**src/rtl/bridge_pkg.sv**
```systemverilog
package bridge_pkg;

    localparam int PORTS  = 4;
    localparam int SLOT_W = 3;

    typedef enum logic {
        ST_HUNT  = 1'b0,
        ST_TRACK = 1'b1
    } trk_state_e;

    // words per frame for each mode/format pair
    function automatic logic [SLOT_W:0] frame_len(input logic quad, input logic tdm);
        logic [SLOT_W:0] len;
        unique case ({quad, tdm})
            2'b00:   len = (SLOT_W+1)'(1);
            2'b01:   len = (SLOT_W+1)'(4);
            2'b10:   len = (SLOT_W+1)'(2);
            default: len = (SLOT_W+1)'(8);
        endcase
        return len;
    endfunction

endpackage

```
**src/rtl/bridge_slot_fsm.sv**
```systemverilog
module bridge_slot_fsm
    import bridge_pkg::*;
(
    input  logic              clk,
    input  logic              rst_n,
    input  logic              mode_quad,
    input  logic              fmt_tdm,
    input  logic              sync_in,
    output logic [SLOT_W-1:0] slot,
    output logic              lock
);

    trk_state_e        state_q, state_d;
    logic [SLOT_W-1:0] cnt_q, cnt_d;
    logic [1:0]        cfg_q;
    logic              prim_q;
    logic              chg;
    logic [SLOT_W:0]   len;
    logic [SLOT_W:0]   inc;
    logic [SLOT_W-1:0] after_sync;

    assign chg        = prim_q && (cfg_q != {mode_quad, fmt_tdm});
    assign len        = frame_len(mode_quad, fmt_tdm);
    assign inc        = {1'b0, cnt_q} + (SLOT_W+1)'(1);
    assign after_sync = (len > (SLOT_W+1)'(1)) ? SLOT_W'(1) : '0;

    // next-state and next-count
    always_comb begin
        state_d = state_q;
        cnt_d   = cnt_q;
        unique case (state_q)
            ST_HUNT: begin
                if (!chg && sync_in) begin
                    state_d = ST_TRACK;
                    cnt_d   = after_sync;
                end else begin
                    cnt_d = '0;
                end
            end
            ST_TRACK: begin
                if (chg) begin
                    state_d = ST_HUNT;
                    cnt_d   = '0;
                end else if (sync_in) begin
                    cnt_d = after_sync;
                end else if (inc >= len) begin
                    cnt_d = '0;
                end else begin
                    cnt_d = inc[SLOT_W-1:0];
                end
            end
            default: begin
                state_d = ST_HUNT;
                cnt_d   = '0;
            end
        endcase
    end

    // state register
    always_ff @(posedge clk) begin
        if (!rst_n) begin
            state_q <= ST_HUNT;
            cnt_q   <= '0;
            cfg_q   <= '0;
            prim_q  <= 1'b0;
        end else begin
            state_q <= state_d;
            cnt_q   <= cnt_d;
            cfg_q   <= {mode_quad, fmt_tdm};
            prim_q  <= 1'b1;
        end
    end

    // outputs for the word present this cycle
    always_comb begin
        slot = '0;
        lock = 1'b0;
        unique case (state_q)
            ST_HUNT: begin
                lock = !chg && sync_in;
            end
            ST_TRACK: begin
                lock = !chg;
                slot = (!chg && !sync_in) ? cnt_q : '0;
            end
            default: begin
                lock = 1'b0;
            end
        endcase
    end

    AST_CHG_TO_HUNT:   assert property (@(posedge clk) disable iff (!rst_n)
        chg |=> (state_q == ST_HUNT));
    AST_SYNC_LOCKS:    assert property (@(posedge clk) disable iff (!rst_n)
        (sync_in && !chg) |=> (state_q == ST_TRACK));
    AST_SLOT_IN_FRAME: assert property (@(posedge clk) disable iff (!rst_n)
        lock |-> ({1'b0, slot} < len));
    AST_HUNT_NO_SLOT:  assert property (@(posedge clk) disable iff (!rst_n)
        !lock |-> (slot == '0));

endmodule

```
**src/rtl/bridge_capture.sv**
```systemverilog
module bridge_capture
    import bridge_pkg::*;
#(
    parameter int SW = 16
) (
    input  logic                      clk,
    input  logic                      rst_n,
    input  logic [PORTS-1:0][SW-1:0]  din,
    input  logic                      sync_in,
    input  logic                      tdm_in,
    input  logic [SLOT_W-1:0]         slot_in,
    input  logic                      lock_in,
    output logic [PORTS-1:0][SW-1:0]  dq,
    output logic                      sync_q,
    output logic                      tdm_q,
    output logic [SLOT_W-1:0]         slot_q,
    output logic                      lock_q
);

    always_ff @(posedge clk) begin
        if (!rst_n) begin
            dq     <= '0;
            sync_q <= 1'b0;
            tdm_q  <= 1'b0;
            slot_q <= '0;
            lock_q <= 1'b0;
        end else begin
            dq     <= din;
            sync_q <= sync_in;
            tdm_q  <= tdm_in;
            slot_q <= slot_in;
            lock_q <= lock_in;
        end
    end

endmodule

```
**src/rtl/bridge_route.sv**
```systemverilog
module bridge_route
    import bridge_pkg::*;
#(
    parameter int SW = 16
) (
    input  logic                      clk,
    input  logic                      rst_n,
    input  logic [PORTS-1:0][SW-1:0]  din,
    input  logic                      sync_in,
    input  logic                      tdm_in,
    input  logic [SLOT_W-1:0]         slot_in,
    input  logic                      lock_in,
    output logic [PORTS-1:0][SW-1:0]  dout,
    output logic                      sync_out,
    output logic [SLOT_W-1:0]         slot_out,
    output logic                      lock_out
);

    localparam int HALF     = PORTS / 2;
    localparam int TDM_SRC  = PORTS - 1;

    for (genvar g = 0; g < PORTS; g++) begin : g_lane
        localparam int PAR_SRC = (g + HALF) % PORTS;
        logic [SW-1:0] pick;
        if (g == 0) begin : g_tdm_dst
            assign pick = tdm_in ? din[TDM_SRC] : din[PAR_SRC];
        end else begin : g_par_only
            assign pick = tdm_in ? '0 : din[PAR_SRC];
        end
        always_ff @(posedge clk) begin
            if (!rst_n) dout[g] <= '0;
            else        dout[g] <= pick;
        end
    end

    always_ff @(posedge clk) begin
        if (!rst_n) begin
            sync_out <= 1'b0;
            slot_out <= '0;
            lock_out <= 1'b0;
        end else begin
            sync_out <= sync_in;
            slot_out <= slot_in;
            lock_out <= lock_in;
        end
    end

endmodule

```
**src/rtl/rx_tx_stream_bridge.sv**
```systemverilog
module rx_tx_stream_bridge
    import bridge_pkg::*;
#(
    parameter int SW = 16
) (
    input  logic              clk,
    input  logic              rst_n,
    input  logic              mode_quad,
    input  logic              fmt_tdm,
    input  logic              rx_sync,
    input  logic [SW-1:0]     rx_a,
    input  logic [SW-1:0]     rx_b,
    input  logic [SW-1:0]     rx_c,
    input  logic [SW-1:0]     rx_d,
    output logic [SW-1:0]     tx_a,
    output logic [SW-1:0]     tx_b,
    output logic [SW-1:0]     tx_c,
    output logic [SW-1:0]     tx_d,
    output logic              tx_sync,
    output logic [SLOT_W-1:0] tx_slot,
    output logic              tx_lock
);

    logic [PORTS-1:0][SW-1:0] rx_bus, s1_bus, tx_bus;
    logic [SLOT_W-1:0]        cur_slot, s1_slot;
    logic                     cur_lock, s1_lock, s1_sync, s1_tdm;

    assign rx_bus = {rx_d, rx_c, rx_b, rx_a};
    assign tx_a   = tx_bus[0];
    assign tx_b   = tx_bus[1];
    assign tx_c   = tx_bus[2];
    assign tx_d   = tx_bus[3];

    bridge_slot_fsm u_fsm (
        .clk       (clk),
        .rst_n     (rst_n),
        .mode_quad (mode_quad),
        .fmt_tdm   (fmt_tdm),
        .sync_in   (rx_sync),
        .slot      (cur_slot),
        .lock      (cur_lock)
    );

    bridge_capture #(.SW(SW)) u_cap (
        .clk     (clk),
        .rst_n   (rst_n),
        .din     (rx_bus),
        .sync_in (rx_sync),
        .tdm_in  (fmt_tdm),
        .slot_in (cur_slot),
        .lock_in (cur_lock),
        .dq      (s1_bus),
        .sync_q  (s1_sync),
        .tdm_q   (s1_tdm),
        .slot_q  (s1_slot),
        .lock_q  (s1_lock)
    );

    bridge_route #(.SW(SW)) u_route (
        .clk      (clk),
        .rst_n    (rst_n),
        .din      (s1_bus),
        .sync_in  (s1_sync),
        .tdm_in   (s1_tdm),
        .slot_in  (s1_slot),
        .lock_in  (s1_lock),
        .dout     (tx_bus),
        .sync_out (tx_sync),
        .slot_out (tx_slot),
        .lock_out (tx_lock)
    );

    // cycles since reset release, saturating at the pipeline depth
    logic [1:0] warm_q;
    always_ff @(posedge clk) begin
        if (!rst_n)              warm_q <= '0;
        else if (warm_q != 2'd2) warm_q <= warm_q + 2'd1;
    end

    AST_SYNC_LATENCY: assert property (@(posedge clk) disable iff (!rst_n)
        (warm_q == 2'd2) |-> (tx_sync == $past(rx_sync, 2)));
    AST_PAR_SWAP:     assert property (@(posedge clk) disable iff (!rst_n)
        ((warm_q == 2'd2) && !$past(fmt_tdm, 2)) |-> (tx_a == $past(rx_c, 2) && tx_c == $past(rx_a, 2)));
    AST_TDM_QUIET:    assert property (@(posedge clk) disable iff (!rst_n)
        ((warm_q == 2'd2) && $past(fmt_tdm, 2)) |-> (tx_b == '0 && tx_c == '0 && tx_d == '0));
    AST_RESET_QUIET:  assert property (@(posedge clk)
        !rst_n |=> (!tx_sync && !tx_lock));

endmodule

```
**config.mk**
```make
export PLATFORM = sky130hd
export DESIGN_NAME = rx_tx_stream_bridge
export DESIGN_NICKNAME = d
export VERILOG_FILES = /design/src/rtl/bridge_pkg.sv /design/src/rtl/bridge_slot_fsm.sv /design/src/rtl/bridge_capture.sv /design/src/rtl/bridge_route.sv /design/src/rtl/rx_tx_stream_bridge.sv
export SDC_FILE = /design/constraint.sdc
export NUM_CORES = 1
export LEC_CHECK = 0
export BUFFER_PORTS_ARGS = -buffer_cell sky130_fd_sc_hd__buf_2
export CORE_MARGIN = 4
export CORE_UTILIZATION = 49
export DETAILED_ROUTE_END_ITERATION = 8
export HOLD_SLACK_MARGIN = 0.02
export PLACE_DENSITY = 0.89
export SKIP_CTS_REPAIR_TIMING = 1
export SLEW_MARGIN = 10
export SYNTH_ARGS = -nofsm -noshare
export SYNTH_HDL_FRONTEND = slang
export SYNTH_SLANG_ARGS = --single-unit
```
**constraint.sdc**
```tcl
create_clock -name clk -period 1.95 [get_ports clk]
set_input_delay 0.39 -clock clk [delete_from_list [all_inputs] [get_ports clk]]
set_output_delay 0.39 -clock clk [all_outputs]
set_load 0.02 [all_outputs]
```
=== Word-level counts from Yosys, hierarchy flattened ===
Index checks and enable logic that the tools add are counted.
Widths: inputs -> output; s select.

* Bits in registers: 146
* Latch bits: 0
* Memory bits (writable): 0
* Memory bits (read-only): 0
* Word-level logic and storage cells: 48
* Memories kept: 0

* Add/sub/neg operators: 1
* $mul: 0
* Div/mod/pow operators: 0
* Magnitude comparators: 2
* Eq/ne operators: 3
* Shift-type cells: 0
* Muxes and demuxes: 13
* Bitwise logic cells: 2
* Reductions and logical operators: 8

{| class="wikitable"
|+ Operator list
! kind !! number
|-
| $mux 16 || 1
|-
| $mux 3 || 4
|-
| $pmux 4 s3 || 1
|-
| $pmux 3 s2 || 1
|-
| $add 3x1->4 const B || 1
|-
| $ge 4x4->1 || 1
|-
| $gt 4x1->1 const B || 1
|-
| $mux 1 || 4
|-
| $pmux 1 s2 || 2
|-
| $logic_and 1x1->1 || 3
|-
| $reduce_and 3->1 || 1
|-
| $eq 2x1->1 const B || 1
|-
| $eq 2x2->1 const B || 1
|-
| $logic_not 1->1 || 2
|-
| $logic_not 2->1 || 1
|-
| $ne 2x2->1 || 1
|-
| $not 1->1 || 2
|-
| $reduce_or 2->1 || 1
|}

=== Depth between registers and ports, before layout ===
Gate-level depths: netlist of run 1.

* Depth after elaboration: 7
* Gate-level depth with buffers: 6
* Depth with buffers taken out: 6

=== By module ===
A second synthesis of run 1 with hierarchy kept.

* Cells, all modules: 354
* Area, all modules: 4394.2 µm²

{| class="wikitable"
|+ By module, submodules not included
! module !! times used !! cells each !! area an instance (µm²) !! seq. area each (µm²)
|-
| bridge_route || 1 || 164 || 2060.7 || 1381.3
|-
| bridge_capture || 1 || 147 || 1928.1 || 1401.3
|-
| bridge_slot_fsm || 1 || 43 || 405.4 || 140.1
|}

=== Worst setup path after synthesis of run 1 ===
No wires, ideal clock.

* Path kind: register -> register
* Start point: register u_fsm.cnt_q[0]
* End point: register u_fsm.cnt_q[1]
* Arrival: 1.403 ns
* Data required time: 1.854 ns
* Setup slack: 0.451 ns
* Stages on the path, launching flop included: 7
* Path buffers: 0
* Path through: dfxtp_1 ha_1 xor2_1 ha_1 o21ai_0 a21oi_1 nor4b_1

* Longest elaborated chain between the ends: 6

{| class="wikitable"
|+ Ends and longest elaborated chain
! element !! line !! source
|-
| from (decl) || bridge_slot_fsm.sv:14 || <nowiki>logic [SLOT_W-1:0] cnt_q, cnt_d;</nowiki>
|-
| from (signal assigned) || bridge_slot_fsm.sv:68 || <nowiki>cnt_q <= cnt_d;</nowiki>
|-
| $add 3x1->4 || bridge_slot_fsm.sv:24 || <nowiki>assign inc = {1'b0, cnt_q} + (SLOT_W+1)'(1);</nowiki>
|-
| net u_fsm.inc[2] || bridge_slot_fsm.sv:19 || <nowiki>logic [SLOT_W:0] inc;</nowiki>
|-
| $ge 4x4->1 || bridge_slot_fsm.sv:46 || <nowiki>end else if (inc >= len) begin</nowiki>
|-
| $mux 3 || bridge_slot_fsm.sv:46 ||
|-
| $mux 3 || bridge_slot_fsm.sv:44 || <nowiki>end else if (sync_in) begin</nowiki>
|-
| $mux 3 || bridge_slot_fsm.sv:41 || <nowiki>if (chg) begin</nowiki>
|-
| $pmux 3 s2 || bridge_slot_fsm.sv:31 || <nowiki>unique case (state_q)</nowiki>
|}

The timed path passes the listed nets, and every way through them passes these cells.
A chain may end at the register's enable or synchronous reset.

=== Worst setup path in the final report of run 1 ===
Same ends and word-level chain as after synthesis.

==> results.toml, run 1 <==
[clock_tree]
clk_pin_slew_ns = 0.07
clockBufferDepth = 2
cts_buffers = 17
root_buffer = "clkbuf_8"
clk_latency_ns = 0.49
htreeDepth = 4
cts.sinks = 144
cts_tree = "built"

[floorplan]
ios = 138
core_mm2 = 0.00830
die_w_um = 101
num_rows = 33
initial_core_util_pct = 50.8
chipHeight_um = 101
die_area_mm2 = 0.0102

[worst_setup_path]
cp_max_fo = 5
critPathKind = "flip-flop to flip-flop"
cp.arrival_ns = 2.16
cp.required_ns = 2.35
crit_start = "u_fsm.cnt_q[0]"
startpoint_type = "flip-flop"
end_kind = "flip-flop"
r2r_start = "u_fsm.cnt_q[0]"
slowest_delay_ns = 0.42
cp_num_buf_inv = 0
crit_path_cell_trace = "ha_1 > xor2_1 > ha_1 > o21ai_0 > a21oi_1 > nor4b_1"
cp_slowest_cell = "dfxtp_1"
crit_family = "adder cells"
cp_common_cell = "ha_1"

[drt]
drc = 0
routed-via-count = 2715
drt-total-wl_um = 7840
dr.pass1.iters = 4
vias_per_cell = 4.44
wl_per_cell_um = 12.8
dr.first_iter.drc_count = 49
drtAntennaViolNets = 0

[final_layout]
final_common_cell = "dfxtp_1"
nFillCells = 633
final_cell_mix = "dfxtp_1 (144), buf_2 (137), and2_1 (122)"
drive_gt1_share_pct = 35.2
syn_to_final_growth_pct = 31.9
final_net_count = 567
register_area_mm2 = 0.00288
multi_input_area_mm2 = 0.00126
diodes = 0

[synth]
synth_edf_count = 0
synthesis.area_mm2 = 0.00422
yosysWarnings = 0
syn_area_per_cell_um2 = 12.1
ys_seq_area_share_pct = 68.3
syn_nets = 422
syn_inst = 348
synthArstFlopShare_pct = 0
ys_ff_latch = 144
synth_ff_type = "dfxtp_1"
synth_cell_types = 24

[placed_design]
globalplace.congestion = 0.775
port_buffers = 137
dp_hpwl_um = 5580

[timing]
setup_viol = 0
slew_headroom_pct = 70.0
fin_crit_sh_pct = 90.0
worst_pin_slew_ns = 0.450
clock.fmax_ghz = 0.570
fin_tns_setup_ns = 0
hold_viol_final = 0
rsz0062_at_grt = "no"
fin_worst_skew_ns = 0.00973
period_needed_ns = 1.75
final_max_slew_viol_count = 0

[worst_hold_path]
hp-class = "input port to flip-flop"
hold_path_startpoint = "rx_a[4]"

[flow_run]
timing.max_cap.violations = 0

[pwr]
power_mw = 6.42
p_per_area_mw_per_mm2 = 1150
ir_drop_uv = 558
p_leak_nw = 2.65

[global_route]
grt.overflow.total = 0
grt_pass1_wl_um = 12300
grt_max_degree = 67
antenna_found_initial = 0
grt_usage_pct = 15.9
grt_pass1_vias = 2707

[run_status]
status = "finished clean"
==> worst reg2reg max path: stages (launching register included) <==
cell and delay (ns):
dfxtp_1 0.42, ha_1 0.20, xor2_1 0.23, ha_1 0.28
o21ai_0 0.15, a21oi_1 0.11, nor4b_1 0.28
==> cells by family (layout without fill, tap and decap cells) <==
family	count (synthesis)	after routing	share of synthesized area, %
AND/OR/NAND/NOR	152	152	22.5
flip-flops	144	144	68.3
buffers and inverters	19	177	1.75
multiplexers	16	16	3.80
AO/OA/AOI/OAI	9	9	1.51
adder cells (fa/ha/maj)	5	5	1.48
XOR/XNOR	3	3	0.623
==> synthesized netlist by cell type (2+ instances only) <==
master | count | share of area [%]
clkbuf_1 | 14 | 1.2
mux2i_1 | 16 | 3.8
o21ai_0 | 4 | 0.47
dfxtp_1 | 144 | 68
buf_2 | 2 | 0.24
inv_1 | 3 | 0.27
nand2_1 | 3 | 0.27
and2_1 | 122 | 18
nor2b_1 | 17 | 2.5
nor2_1 | 4 | 0.36
xnor2_1 | 2 | 0.42
ha_1 | 5 | 1.5
==> final cells by class <==
cell class / instances / share of cell area, %
clock buffers: 18 / 7.69
clock inverters: 14 / 2.20
inverters: 3 / 0.202
multi-input cells: 185 / 22.7
flip-flops and latches: 144 / 51.8
well taps: 105 / 2.36
repair buffers: 142 / 13.0
==> layer usage <==
metal  vias up  global-route usage, %  wire length [um]
met4         0                   7.77               109
li1       1377                      -                 -
met3        12                   6.09               676
met1      1233                   17.1              3120
met5         -                      0                 0
met2        93                   27.0              3930
==> sequential cells by signal (all words and copies together) (netlist names) <==
signal,count
u_cap.sync_q,1
u_route.sync_out,1
u_fsm.cnt_q,3
u_route.dout,64
u_route.lock_out,1
u_cap.dq,64
u_fsm.prim_q,1
u_fsm.state_q,1
u_fsm.cfg_q,2
u_cap.slot_q,3
u_route.slot_out,3
==> where the power goes <==
part	switching (mW)	internal, mW	leakage (nW)
sequential	0.0376	3.08	1.19
clock	1.28	1.64	0.265
combinational	0.205	0.180	1.20
total	1.52	4.90	2.65
==> path summary, 6_finish.rpt <==
path              slack, ns          endpoint  cells past startpoint
setup reg to reg       0.20    u_fsm.cnt_q[1]                      6
hold reg to reg        0.42  u_route.dout[46]                      1
setup / recovery       0.20    u_fsm.cnt_q[1]                      6
hold / removal          0.1       u_cap.dq[4]                      2
==> metrics by stage <==
stage                     std cells  worst slack [ns]  utilization [%]  area (um^2)  hold WS (ns)
after CTS                       611             0.187             67.0         5560        0.0761
final                           611             0.195             67.0         5560        0.0980
after floorplan                 348             0.451                -         4220         0.406
after global routing            611            0.0379             67.0         5560        0.0750
after detailed placement        579             0.213             60.4         5010         0.410
after global placement          579             0.375             60.4         5010         0.407
Note: power is estimated with default switching activity, not from simulation.
==> run 2: changes to the inputs <==
--- a/config.mk
+++ b/config.mk
@@ -10,6 +10,7 @@
 export CORE_UTILIZATION = 49
 export DETAILED_ROUTE_END_ITERATION = 8
 export HOLD_SLACK_MARGIN = 0.02
+export MAX_ROUTING_LAYER = met4
 export PLACE_DENSITY = 0.89
 export SKIP_CTS_REPAIR_TIMING = 1
 export SLEW_MARGIN = 10
==> results.toml, run 2 (synthesis results as in run 1) <==
[placed_design]
preCtsSetupSlack_ns = 0.213
globalplace.congestion = 0.785
port_buffers = 137
dpl.cell_count = 579
dp_hpwl_um = 5580
post_dp_cell_area_mm2 = 0.00501

[final_layout]
diodes = 0
nFillCells = 633
syn_to_final_growth_pct = 31.9
stdcell_count = 611
top_regs = "u_cap.dq: 64 flops, u_route.dout: 64 flops"
final_common_cell = "dfxtp_1"
final_cell_mix = "dfxtp_1 (144), buf_2 (137), and2_1 (122)"
drive_gt1_share_pct = 35.2
final_area_mm2 = 0.00556
final_net_count = 567
register_area_mm2 = 0.00288
multi_input_area_mm2 = 0.00126

[drt]
drt-total-wl_um = 7870
drtAntennaViolNets = 0
vias_per_cell = 4.43
drc = 0
wl_per_cell_um = 12.9
dr.first_iter.drc_count = 54
dr.pass1.iters = 4
routed-via-count = 2705

[timing]
period_needed_ns = 1.77
final_max_slew_viol_count = 0
rsz0062_at_grt = "no"
fin_crit_sh_pct = 90.7
fin_tns_setup_ns = 0
hold_viol_final = 0
fin_worst_skew_ns = 0.0116
postLayoutSetupSlackWorst_ns = 0.181
clock.fmax_ghz = 0.565
worst_pin_slew_ns = 0.454
setup_viol = 0
slew_headroom_pct = 69.7

[pwr]
intPower_mw = 4.90
ir_drop_uv = 558
p_leak_nw = 2.65
p_per_area_mw_per_mm2 = 1160
p_seq_share_pct = 48.4
power_frac_clock_pct = 45.6
power.share.combinational_pct = 6.0
switching_share_pct = 23.8
switching_power_mw = 1.53

[floorplan]
die_area_mm2 = 0.0102
chipHeight_um = 101
initial_core_util_pct = 50.8
num_rows = 33
core_mm2 = 0.00830
die_w_um = 101
ios = 138

[clock_tree]
clk_latency_ns = 0.50
root_buffer = "clkbuf_8"
clockBufferDepth = 2
htreeDepth = 4
cts_tree = "built"
clk_pin_slew_ns = 0.07
cts.sinks = 144
cts_buffers = 17

[worst_hold_path]
hp-class = "input port to flip-flop"
holdPathStages = 2
hold_path_end = "u_cap.dq[4]"
hold_path_startpoint = "rx_a[4]"

[global_route]
grt_pass1_wl_um = 12300
grt.overflow.total = 0
antenna_found_initial = 0
grt_max_degree = 67
grt_usage_pct = 16.3
grt_pass1_vias = 2697

[worst_setup_path]
r2r_start = "u_fsm.cnt_q[0]"
cp.required_ns = 2.36
reg2reg_depth = 6
critPathKind = "flip-flop to flip-flop"
reg2reg_to = "u_fsm.cnt_q[1]"
cp.arrival_ns = 2.18
end_kind = "flip-flop"
rrSetupSlack_ns = 0.18
cp_max_fo = 5
startpoint_type = "flip-flop"

[run_status]
status = "finished clean"

[flow_run]
timing.max_cap.violations = 0
-- run 2: cell type report --
cell class,count,share of cell area (%)
clock buffer,18,7.69
clock inverter,14,2.20
inverter,3,0.202
multi-input combinational,185,22.7
sequential,144,51.8
tap,105,2.36
timing repair buffer,142,13.0
-- run 2: worst max path at each step --
| stage | endpoint | slack, ns | start | depth (start not counted) |
|---|---|---|---|---|
| finish | u_fsm.cnt_q[1] | 0.18 | u_fsm.cnt_q[0] | 6 |
| CTS | u_fsm.cnt_q[1] | 0.19 | u_fsm.cnt_q[0] | 6 |
| floorplan | u_fsm.cnt_q[1] | 0.45 | u_fsm.cnt_q[0] | 6 |
| global route | u_fsm.cnt_q[1] | 0.04 | u_fsm.cnt_q[0] | 6 |
| detailed placement | u_fsm.cnt_q[1] | 0.21 | u_fsm.cnt_q[0] | 6 |
| global placement | u_fsm.cnt_q[1] | 0.38 | u_fsm.cnt_q[0] | 6 |
-- run 2: per-stage QoR --
stage	power, mW	hold WS (ns)	util, %
2_1_floorplan	3.40	0.406	-
3_3_place_gp	3.55	0.407	60.4
3_5_place_dp	3.57	0.410	60.4
4_1_cts	6.48	0.0761	67.0
5_1_grt	6.67	0.0743	67.0
6_report	6.43	0.0940	67.0
-- run 2: worst max-delay path, stage by stage, from the launching register on --
cell and delay [ns]:
dfxtp_1 0.42, ha_1 0.20, xor2_1 0.24, ha_1 0.28, o21ai_0 0.15, a21oi_1 0.11
nor4b_1 0.28
-- run 2: routing by layer --
metal | routed length, um | track usage, % | up-vias
li1 | - | - | 1378
met1 | 3200 | 17.6 | 1217
met2 | 3930 | 27.1 | 98
met3 | 621 | 5.54 | 12
met4 | 119 | 7.46 | 0
met5 | 0 | - | -
-- run 2: power by group through the flow --
| stage | combinational, mW | sequential [mW] | clock, mW |
|---|---|---|---|
| 2_1_floorplan | 0.157 | 3.24 | 0 |
| 3_3_place_gp | 0.380 | 3.17 | 0 |
| 3_5_place_dp | 0.391 | 3.18 | 0 |
| 4_1_cts | 0.393 | 3.11 | 2.97 |
| 5_1_grt | 0.425 | 3.12 | 3.12 |
| 6_report | 0.385 | 3.11 | 2.93 |
==> run 3: changes to the inputs <==
--- a/config.mk
+++ b/config.mk
@@ -5,13 +5,14 @@
 export SDC_FILE = /design/constraint.sdc
 export NUM_CORES = 1
 export LEC_CHECK = 0
+export ABC_AREA = 1
 export BUFFER_PORTS_ARGS = -buffer_cell sky130_fd_sc_hd__buf_2
 export CORE_MARGIN = 4
-export CORE_UTILIZATION = 49
+export CORE_UTILIZATION = 50
 export DETAILED_ROUTE_END_ITERATION = 8
 export HOLD_SLACK_MARGIN = 0.02
 export MAX_ROUTING_LAYER = met4
-export PLACE_DENSITY = 0.89
+export PLACE_DENSITY = 0.9
 export SKIP_CTS_REPAIR_TIMING = 1
 export SLEW_MARGIN = 10
 export SYNTH_ARGS = -nofsm -noshare
==> results.toml, run 3 <==
[final_layout]
register_area_mm2 = 0.00288
top_regs = "u_cap.dq: 64 flops, u_route.dout: 64 flops"
final_area_mm2 = 0.00573
final_common_cell = "dfxtp_1"
final_net_count = 709
final_cell_mix = "dfxtp_1 (144), buf_2 (137), inv_1 (134)"
syn_to_final_growth_pct = 31.8
multi_input_area_um2 = 852
nFillCells = 661
drive_gt1_share_pct = 27.3
fin_util_pct = 68.7

[global_route]
grt.overflow.total = 0
antenna_found_initial = 1
grt_usage_pct = 18.3
grt_pass1_vias = 3163
grt_max_degree = 50
grt_pass1_wl_um = 14100

[synth]
synth_cell_types = 23
synth_ff_type = "dfxtp_1"
synth_area_leader_cell = "dfxtp_1"
synth.top_cell.area_share_pct = 66.3
syn_area_per_cell_um2 = 8.82
syn_inst = 493
synthesis.area_mm2 = 0.00435
synth_area_leaders = "dfxtp_1 (66%), inv_1 (12%), nand2_1 (7.9%), nor2_1 (4.9%), a21oi_1 (2.0%)"
yosysWarnings = 0
synth_edf_count = 0
ys_ff_latch = 144
synthArstFlopShare_pct = 0
syn_nets = 567
ys_seq_area_share_pct = 66.3
synth_commonest_cells = "dfxtp_1 (144), inv_1 (134), nand2_1 (91)"
yosysMostFrequentCell = "dfxtp_1"

[flow_run]
timing.max_cap.violations = 0

[clock_tree]
clk_pin_slew_ns = 0.06
clockBufferDepth = 2
cts.sinks = 144
htreeDepth = 4
clk_latency_ns = 0.50
cts_buffers = 17
cts_tree = "built"
root_buffer = "clkbuf_8"

[drt]
wl_per_cell_um = 11.6
dr.first_iter.drc_count = 94
wl_met3_um = 542
routed-via-count = 3238
drt-total-wl_um = 8740
drc = 0
wl_met1_um = 3400
wl_met2_um = 4740
dr.pass1.iters = 4
dr.max_layer_used = "met4"
drtAntennaViolNets = 0
vias_per_cell = 4.29

[worst_hold_path]
hp-class = "input port to flip-flop"

[timing]
postLayoutSetupSlackWorst_ns = 0.180
fin_crit_sh_pct = 90.8
period_needed_ns = 1.77
final_max_slew_viol_count = 0
rsz0062_at_grt = "no"
slew_headroom_pct = 76.6
fin_tns_setup_ns = 0
worst_pin_slew_ns = 0.351
fin_worst_skew_ns = 0.0101
clock.fmax_ghz = 0.565
hold_viol_final = 0
setup_viol = 0

[floorplan]
die_area_mm2 = 0.0102
ios = 138
num_rows = 33
chipHeight_um = 101
core_mm2 = 0.00834
die_w_um = 101
initial_core_util_pct = 52.1

[worst_setup_path]
cp.arrival_ns = 2.19
crit_path_cell_trace = "ha_1 > xnor2_1 > inv_1 > ha_1 > nand2_1 > inv_1 > nand2_1 > nand3_1 > nor3_1"
rrSetupSlack_ns = 0.18
cp_slowest_cell = "dfxtp_1"
critPathKind = "flip-flop to flip-flop"
end_kind = "flip-flop"
slowest_delay_ns = 0.35
startpoint_type = "flip-flop"
cp.required_ns = 2.37
cp_max_fo = 4

[pwr]
switching_power_mw = 1.50
intPower_mw = 5.37
power.share.combinational_pct = 6.3
p_seq_share_pct = 45.5
p_leak_nw = 3.31
power_frac_clock_pct = 48.2
switching_share_pct = 21.8
ir_drop_uv = 655
p_per_area_mw_per_mm2 = 1200

[placed_design]
post_dp_cell_area_mm2 = 0.00511
preCtsSetupSlack_ns = 0.215
globalplace.congestion = 0.844
port_buffers = 137
dp_hpwl_um = 6220

[run_status]
status = "finished clean"
[run 3: changes by cell type in the layout (fill, tap and decap cells not counted), moves of 3 or more]
| cell | delta |
|---|---|
| nand2_1 | +87 |
| mux2i_1 | -16 |
| a21oi_1 | +16 |
| nor2_1 | +53 |
| o21ai_0 | +11 |
| inv_8 | -3 |
| bufinv_16 | +4 |
| and2_1 | -122 |
| clkinvlp_4 | -3 |
| inv_1 | +131 |
| nor2b_1 | -16 |
[run 3: path summary, 6_finish.rpt]
path,start,endpoint,cells after the start
hold / removal,rx_d[5],u_cap.dq[53],3
setup reg to reg,u_fsm.cnt_q[0],u_fsm.cnt_q[2],9
setup / recovery,u_fsm.cnt_q[0],u_fsm.cnt_q[2],9
hold reg to reg,u_cap.dq[2],u_route.dout[34],2
[run 3: power by group through the flow]
stage / Combinational, mW / Clock, mW / Sequential, mW
after floorplan: 0.189 / 0 / 3.25
after global placement: 0.419 / 0 / 3.18
after detailed placement: 0.437 / 0 / 3.18
after CTS: 0.442 / 3.38 / 3.12
after global routing: 0.492 / 3.51 / 3.13
final: 0.435 / 3.31 / 3.12
[run 3: cells by family after synthesis]
family,count (synthesis),share of synthesized area [%]
fa+ha+maj,5,1.44
flops,144,66.3
buf+inv,154,14.1
xor+xnor,1,0.202
compound gates,34,3.97
simple gates,155,13.9
[run 3: final cells by class]
cell class,instances,share of cell area (%)
antenna,1,0.0437
clock inverter,12,3.19
timing repair buffer,142,12.8
inverter,135,8.86
sequential,144,50.3
tap,105,2.29
multi-input combinational,195,14.9
clock buffer,20,7.60
[run 3: critical path, delay by kind of cell, from the launching register on]
| family | cells | cell delay (ns) |
|---|---|---|
| and+or+nand+nor | 4 | 0.48 |
| adders and majority gates | 2 | 0.51 |
| buffers and inverters | 2 | 0.13 |
| xor gates and xnor gates | 1 | 0.22 |
| DFF | 1 | 0.35 |
[run 3: metrics by stage]
stage	power, mW	hold slack (ns)	instances
2_1_floorplan	3.44	0.390	493
3_3_place_gp	3.60	0.394	721
3_5_place_dp	3.62	0.399	721
4_1_cts	6.94	0.0394	753
5_1_grt	7.13	0.0568	754
6_report	6.86	0.0695	754
[run 3: layer usage]
layer,vias up,track usage (%)
met5,-,-
li1,1673,-
met3,6,5.58
met4,0,6.24
met2,89,32.9
met1,1470,18.8
